===== src/rtl/gpio_pkg.sv =====
package gpio_pkg;
  localparam logic [7:0] OFS_DATA = 8'h00;
  localparam logic [7:0] OFS_DIR  = 8'h04;
  localparam logic [7:0] OFS_PAD  = 8'h08;
  localparam logic [7:0] OFS_CFGL = 8'h0C;
  localparam logic [7:0] OFS_CFGH = 8'h10;
  localparam logic [7:0] OFS_MASK = 8'h14;
  localparam logic [7:0] OFS_STS  = 8'h18;
  localparam logic [7:0] OFS_ANY  = 8'h1C;

  typedef enum logic [1:0] {
    TRIG_LOW  = 2'b00,
    TRIG_HIGH = 2'b01,
    TRIG_RISE = 2'b10,
    TRIG_FALL = 2'b11
  } trig_e;
endpackage


===== src/rtl/gpio_sync.sv =====
module gpio_sync #(
  parameter int WIDTH = 32
) (
  input  logic             clk_i,
  input  logic             rst_ni,
  input  logic [WIDTH-1:0] d_i,
  output logic [WIDTH-1:0] q_o
);
  logic [WIDTH-1:0] s1_q, s2_q;

  always_ff @(posedge clk_i or negedge rst_ni) begin
    if (!rst_ni) begin
      s1_q <= '0;
      s2_q <= '0;
    end else begin
      s1_q <= d_i;
      s2_q <= s1_q;
    end
  end

  assign q_o = s2_q;
endmodule


===== src/rtl/gpio_pin_detect.sv =====
module gpio_pin_detect
  import gpio_pkg::*;
(
  input  logic       is_in_i,
  input  logic [1:0] mode_i,
  input  logic       any_edge_i,
  input  logic       cur_i,
  input  logic       nxt_i,
  output logic       hit_o
);
  trig_e mode;
  logic  chg;

  assign mode = trig_e'(mode_i);
  assign chg  = cur_i ^ nxt_i;

  always_comb begin
    hit_o = 1'b0;
    if (is_in_i) begin
      if (any_edge_i) hit_o = chg;
      else begin
        unique case (mode)
          TRIG_LOW:  hit_o = ~nxt_i;
          TRIG_HIGH: hit_o = nxt_i;
          TRIG_RISE: hit_o = chg & nxt_i;
          TRIG_FALL: hit_o = chg & ~nxt_i;
          default:   hit_o = 1'b0;
        endcase
      end
    end
  end
endmodule


===== src/rtl/gpio_irq_eval.sv =====
module gpio_irq_eval #(
  parameter int NPINS = 32
) (
  input  logic [NPINS-1:0]   dir_i,
  input  logic [2*NPINS-1:0] cfg_i,
  input  logic [NPINS-1:0]   any_i,
  input  logic [NPINS-1:0]   cur_i,
  input  logic [NPINS-1:0]   nxt_i,
  output logic [NPINS-1:0]   set_o
);
  for (genvar p = 0; p < NPINS; p++) begin : g_pin
    gpio_pin_detect u_det (
      .is_in_i    (~dir_i[p]),
      .mode_i     (cfg_i[2*p +: 2]),
      .any_edge_i (any_i[p]),
      .cur_i      (cur_i[p]),
      .nxt_i      (nxt_i[p]),
      .hit_o      (set_o[p])
    );
  end
endmodule


===== src/rtl/gpio_irq_out.sv =====
module gpio_irq_out #(
  parameter int NPINS = 32,
  parameter bit SPLIT = 1'b0
) (
  input  logic [NPINS-1:0] sts_i,
  input  logic [NPINS-1:0] msk_i,
  output logic [1:0]       irq_o
);
  localparam int HALF = NPINS / 2;
  logic [NPINS-1:0] act;

  assign act = sts_i & msk_i;

  if (SPLIT) begin : g_split
    assign irq_o[0] = |act[HALF-1:0];
    assign irq_o[1] = |act[NPINS-1:HALF];
  end else begin : g_single
    assign irq_o[0] = |act;
    assign irq_o[1] = 1'b0;
  end
endmodule


===== src/rtl/gpio_port_ctrl.sv =====
module gpio_port_ctrl
  import gpio_pkg::*;
#(
  parameter int DATA_W       = 32,
  parameter int ADDR_W       = 8,
  parameter bit HAS_ANY_EDGE = 1'b1,
  parameter bit SPLIT_IRQ    = 1'b0
) (
  input  logic              clk_i,
  input  logic              rst_ni,
  input  logic [ADDR_W-1:0] addr_i,
  input  logic              we_i,
  input  logic [DATA_W-1:0] wdata_i,
  input  logic              re_i,
  output logic [DATA_W-1:0] rdata_o,
  input  logic [DATA_W-1:0] pad_i,
  output logic [DATA_W-1:0] pad_o,
  output logic [DATA_W-1:0] pad_oe_o,
  output logic [1:0]        irq_o
);
  localparam int NPINS = DATA_W;
  localparam int CFG_W = 2 * NPINS;

  logic [NPINS-1:0] dat_q, dir_q, psr_q, msk_q, sts_q, any_q;
  logic [NPINS-1:0] pad_s, sts_set, sts_clr;
  logic [CFG_W-1:0] cfg_q;
  logic [DATA_W-1:0] rd_mux, rdata_q;
  logic wr_data, wr_dir, wr_cfgl, wr_cfgh, wr_msk, wr_sts, wr_any;

  function automatic logic hit(input logic [ADDR_W-1:0] a, input logic [7:0] ofs);
    return a == ADDR_W'(ofs);
  endfunction

  assign wr_data = we_i && hit(addr_i, OFS_DATA);
  assign wr_dir  = we_i && hit(addr_i, OFS_DIR);
  assign wr_cfgl = we_i && hit(addr_i, OFS_CFGL);
  assign wr_cfgh = we_i && hit(addr_i, OFS_CFGH);
  assign wr_msk  = we_i && hit(addr_i, OFS_MASK);
  assign wr_sts  = we_i && hit(addr_i, OFS_STS);
  assign wr_any  = we_i && hit(addr_i, OFS_ANY);

  gpio_sync #(.WIDTH(NPINS)) u_sync (
    .clk_i  (clk_i),
    .rst_ni (rst_ni),
    .d_i    (pad_i),
    .q_o    (pad_s)
  );

  always_ff @(posedge clk_i or negedge rst_ni) begin
    if (!rst_ni) begin
      dat_q <= '0;
      dir_q <= '0;
      psr_q <= '0;
      cfg_q <= '0;
      msk_q <= '0;
      sts_q <= '0;
    end else begin
      psr_q <= pad_s;
      if (wr_data) dat_q <= wdata_i;
      if (wr_dir)  dir_q <= wdata_i;
      if (wr_cfgl) cfg_q[DATA_W-1:0] <= wdata_i;
      if (wr_cfgh) cfg_q[CFG_W-1:DATA_W] <= wdata_i;
      if (wr_msk)  msk_q <= wdata_i;
      // conditions evaluated this cycle win over a same-cycle acknowledge
      sts_q <= (sts_q & ~sts_clr) | sts_set;
    end
  end

  assign sts_clr = wr_sts ? wdata_i : '0;

  if (HAS_ANY_EDGE) begin : g_any
    always_ff @(posedge clk_i or negedge rst_ni) begin
      if (!rst_ni)     any_q <= '0;
      else if (wr_any) any_q <= wdata_i;
    end
  end else begin : g_no_any
    assign any_q = '0;
  end

  gpio_irq_eval #(.NPINS(NPINS)) u_eval (
    .dir_i (dir_q),
    .cfg_i (cfg_q),
    .any_i (any_q),
    .cur_i (psr_q),
    .nxt_i (pad_s),
    .set_o (sts_set)
  );

  gpio_irq_out #(.NPINS(NPINS), .SPLIT(SPLIT_IRQ)) u_irq (
    .sts_i (sts_q),
    .msk_i (msk_q),
    .irq_o (irq_o)
  );

  always_comb begin
    rd_mux = '0;
    if (hit(addr_i, OFS_DATA)) rd_mux = (dat_q & dir_q) | (psr_q & ~dir_q);
    if (hit(addr_i, OFS_DIR))  rd_mux = dir_q;
    if (hit(addr_i, OFS_PAD))  rd_mux = psr_q & ~dir_q;
    if (hit(addr_i, OFS_CFGL)) rd_mux = cfg_q[DATA_W-1:0];
    if (hit(addr_i, OFS_CFGH)) rd_mux = cfg_q[CFG_W-1:DATA_W];
    if (hit(addr_i, OFS_MASK)) rd_mux = msk_q;
    if (hit(addr_i, OFS_STS))  rd_mux = sts_q;
    if (hit(addr_i, OFS_ANY))  rd_mux = any_q;
  end

  always_ff @(posedge clk_i or negedge rst_ni) begin
    if (!rst_ni) rdata_q <= '0;
    else         rdata_q <= re_i ? rd_mux : '0;
  end

  assign rdata_o  = rdata_q;
  assign pad_oe_o = dir_q;
  assign pad_o    = dat_q & dir_q;

  assert_pad_follows_data_R4: assert property (@(posedge clk_i) disable iff (!rst_ni)
    wr_data |=> pad_o == ($past(wdata_i) & pad_oe_o));

  assert_out_pin_no_status_R8: assert property (@(posedge clk_i) disable iff (!rst_ni)
    1'b1 |=> (sts_q & ~$past(sts_q) & $past(dir_q)) == '0);

  assert_mask_zero_quiet_R12: assert property (@(posedge clk_i) disable iff (!rst_ni)
    (wr_msk && wdata_i == '0) |=> irq_o == 2'b00);

  assert_pad_read_masked_R3: assert property (@(posedge clk_i) disable iff (!rst_ni)
    (re_i && hit(addr_i, OFS_PAD) && !wr_dir) |=> (rdata_o & pad_oe_o) == '0);

  if (!HAS_ANY_EDGE) begin : g_chk_no_any
    assert_any_absent_R10: assert property (@(posedge clk_i) disable iff (!rst_ni)
      (re_i && hit(addr_i, OFS_ANY)) |=> rdata_o == '0);
  end
endmodule


===== config.mk =====
export PLATFORM = sky130hd
export DESIGN_NAME = gpio_port_ctrl
export DESIGN_NICKNAME = d
export VERILOG_FILES = /design/src/rtl/gpio_pkg.sv /design/src/rtl/gpio_sync.sv /design/src/rtl/gpio_pin_detect.sv /design/src/rtl/gpio_irq_eval.sv /design/src/rtl/gpio_irq_out.sv /design/src/rtl/gpio_port_ctrl.sv
export SDC_FILE = /design/constraint.sdc
export NUM_CORES = 1
export LEC_CHECK = 0
export ABC_AREA = 1
export ABC_CLOCK_PERIOD_IN_PS = 1300
export BUFFER_PORTS_ARGS = -buffer_cell sky130_fd_sc_hd__buf_2
export CAP_MARGIN = 25
export CORE_MARGIN = 3
export CORE_UTILIZATION = 55
export CTS_BUF_LIST = sky130_fd_sc_hd__clkbuf_8
export CTS_CLUSTER_DIAMETER = 100
export DETAILED_ROUTE_END_ITERATION = 10
export GPL_ROUTABILITY_DRIVEN = 0
export MAX_ROUTING_LAYER = met4
export PLACE_DENSITY = 0.76
export SYNTH_ARGS = -nofsm -noshare
export SYNTH_HDL_FRONTEND = slang
export SYNTH_SLANG_ARGS = --single-unit

===== constraint.sdc =====
create_clock -name clk_i -period 1.3 [get_ports clk_i]
set_input_delay 0.26 -clock clk_i [delete_from_list [all_inputs] [get_ports clk_i]]
set_output_delay 0.26 -clock clk_i [all_outputs]
set_load 0.02 [all_outputs]

==> summary.md <==
| Metric | Value |
|---|---|
| CTS tree | done |
| Hold path depth | 3 |
| Clock skew | 22.28 ps |
| Syn Area/Cell | 8.589 µm² |
| CTS clk-pin slew, worst paths | 60 ps |
| Remaining antenna violation count | 0 |
| Worst hold path startpoint | wdata_i[31] |
| Most frequent cells in the layout | nand2_1, dfrtp_1, o21ai_0 |
| Max-Cap Viols | 0 |
| CP endpoint kind | primary output |
| Layout cell share with drive strength beyond 1 | 0.3009 |
| DR vias | 15810 |
| VDD IR max | 0.9556 mV |
| Post-synthesis cell area | 15770 µm² |
| Reg2reg path depth | 9 |
| Power, Total | 25.32 mW |
| P_leak | approximately 11 nW |
| Most common cell after layout, fill and taps aside | nand2_1 |
| Ant diodes | 0 |
| RR Startpoint | pad_oe_o[21]$_DFFE_PN0P_ |
| Worst hold path type | in -> reg |
| Status | complete, but fails checks |
| Slew Limit Fails | 0 |
| Overall Global Routing Usage | 0.3523 |
| Initial DRC count | 2094 |
| Comb pwr share | 0.100 |
| Startpoint Class | register |
| PwrDens | 1159 nW/µm² |
| Max Clock Freq | between 0.4 and 0.5 GHz |
| Crit. Startpoint | sts_q[25]$_DFF_PN0_ |
| Crit Path Max Fanout | 3 |
| Pre-CTS setup slack | -618.6 ps |
| CTS Root Cell | clkbuf_8 |
| Placed insts | 2451 |
| Switching power total | 6.606 mW |
| Clock latency on the worst-skew pair | ~630 ps |
| Final Hold Fails | 0 |
| Cts bufs inserted | 58 |
| Ys Warns | 0 |
| Register bit total from synthesis | 352 |
| Post-DP HPWL | 32570 µm |
| Via density | 5.896 |
| Worst Setup Slack, final | -1078 ps |
| Core area | about 28000 µm² |
| CTS Buffer Depth | 3 |
| Fin crit share | 1.829 |
| # nets final | roughly 2300 |
| Vias in the first global route | 15690 |
| Count of cell types in the netlist | 36 |
| Post-route DRC | 0 |
| Mapped Cells | 1836 |
| RSZ-0062 raised after global routing | yes |
| Largest net degree at the start of global routing | 66 |
| Setup TNS Final | -20070 ps |
| Die Wd | 175.3 µm |
| CP arrival | approximately 2100 ps |
| Post-synth ARST share | 1.000 |
| Kind of critical path | reg -> out |
| Drt pass-1 iters | 6 |
| Final Non-Filler Cells | 2681 |
| Height of the chip | between 150 and 200 µm |
| I/O pin cnt | 174 |
| Final wirelength | about 55000 µm |
| Worst r2r dst | rdata_o[21]$_DFF_PN0_ |
| Flop pwr share | 0.468 |
| Sw Ratio | 0.2609 |
| Area of the multi-input gates | ~6300 µm² |
| Clock H-tree levels | 2 |
| Int Pwr | approximately 19 mW |
| R2R setup slack | -190 ps |
| First-pass GRT wire length | 83150 µm |
| Final setup violation count | 114 |
| Clock power share | 0.432 |
| Seq. cell area | 8837 µm² |
| Antenna violations before repair | 0 |
| # rows | 61 |
| Sink Count | 352 |
| DR WL/cell | 20.49 µm |
| Die ar. | 30740 µm² |
| Tmin final | approximately 2400 ps |
| Top FF cell, synth | dfrtp_1 |
| Synth Net Count | 1912 |
| Grt total ovfl | 0 |
| Post-synth EDFFs | 0 |
| Seq/Total Area, Yosys | 0.5586 |
| WHS Endpoint | msk_q[31]$_DFFE_PN0P_ |
| P&R area growth vs syn | 38.58% |
| Worst EP required | 1040 ps |
| Initial Utilization | 0.5630 |
| PortBufs | between 150 and 200 |
| FILL cells | 1696 |
| Failing checks | negative setup slack |
| WHS | 1.566 ps |
## cell families (layout without fill, tap and decap cells)
kind of cell	count (synthesis)	count (layout)	share of synthesized area
buffers and inverters	285	752	0.07339
and+or+nand+nor	690	690	0.1825
xor gates and xnor gates	47	47	0.02610
AOI/OAI and AO/OA	461	461	0.1592
other	1	1	0.0002378
DFF	352	352	0.5586
## how the worst max path moves through the flow
stage,end,slack [ps],cells after the start
3_5_place_dp,irq_o[0],-620,8
2_1_floorplan,irq_o[0],-40,5
3_3_place_gp,irq_o[0],-630,8
4_1_cts,irq_o[0],-1120,6
6_report,irq_o[0],-1080,6
5_1_grt,irq_o[0],-1120,8
## metal layers
metal | share of wire | vias to the layer above | track usage
li1 | - | 6860 | -
met1 | 0.37 | 7588 | 0.4433
met2 | 0.48 | 1085 | 0.5572
met3 | 0.10 | 273 | 0.05988
met4 | 0.053 | 0 | 0.1745
met5 | 0 | - | -
## state kept, by name (all words and copies together) (netlist names)
| register | count |
|---|---|
| cfg_q | 64 |
| any_q | 32 |
| dat_q | 32 |
| msk_q | 32 |
| pad_oe_o | 32 |
| psr_q | 32 |
| rdata_o | 32 |
| sts_q | 32 |
| u_sync.q_o | 32 |
| u_sync.s1_q | 32 |
## power by group through the flow
stage,clock network [mW],registers [mW],logic [mW]
after floorplan,0,12.0,0.905
after global placement,0,12.0,1.88
after detailed placement,0,12.0,1.94
after CTS,10.9,11.8,2.30
after global routing,11.5,11.9,2.74
final,10.9,11.9,2.53
## worst max-delay path, cell delays in order, from the launching register on
cell	delay [ps]
dfrtp_1	420
a221oi_2	360
buf_4	180
nand3_4	80
nor2_4	100
nand4_1	140
buf_4	210
## through the flow
stage                     utilization  area, µm²
after floorplan                     -      15840
after global placement         0.6510      18240
after detailed placement       0.6510      18240
after CTS                      0.7579      21230
after global routing           0.7802      21850
final                          0.7802      21850
## repair_timing
| item | 4_1_cts | 5_1_grt |
|---|---|---|
| setup buffers | 68 | 38 |
| setup endpoints to repair | 100 | 145 |
| pin swaps | 31 | 129 |
| hold buffers | 40 | 0 |
| gates resized for setup | 283 | 191 |
| hold endpoints to repair | 395 | 0 |
| gates cloned | 0 | 0 |
## synth_stat cells, types with 26 or more instances
master,n,area [µm²]
a21oi_1,50,250.2
a22oi_1,30,225.2
buf_2,26,130.1
clkbuf_1,36,135.1
dfrtp_1,352,8808
inv_1,203,762.0
nand2_1,436,1637
nand3_1,97,485.5
nand4_1,28,175.2
nor2_1,106,397.9
o21ai_0,280,1401
o21ai_1,50,250.2
xor2_1,30,262.8
## cell type report
cell class                      count  area share
Clock inverter                     33     0.01317
Inverter                          208     0.03653
Tap cell                          378     0.02164
Clock buffer                       75     0.04723
Sequential cell                   352      0.4044
Timing Repair Buffer              436      0.1906
Multi-Input combinational cell   1199      0.2864
(Power assumes the default switching activity.)
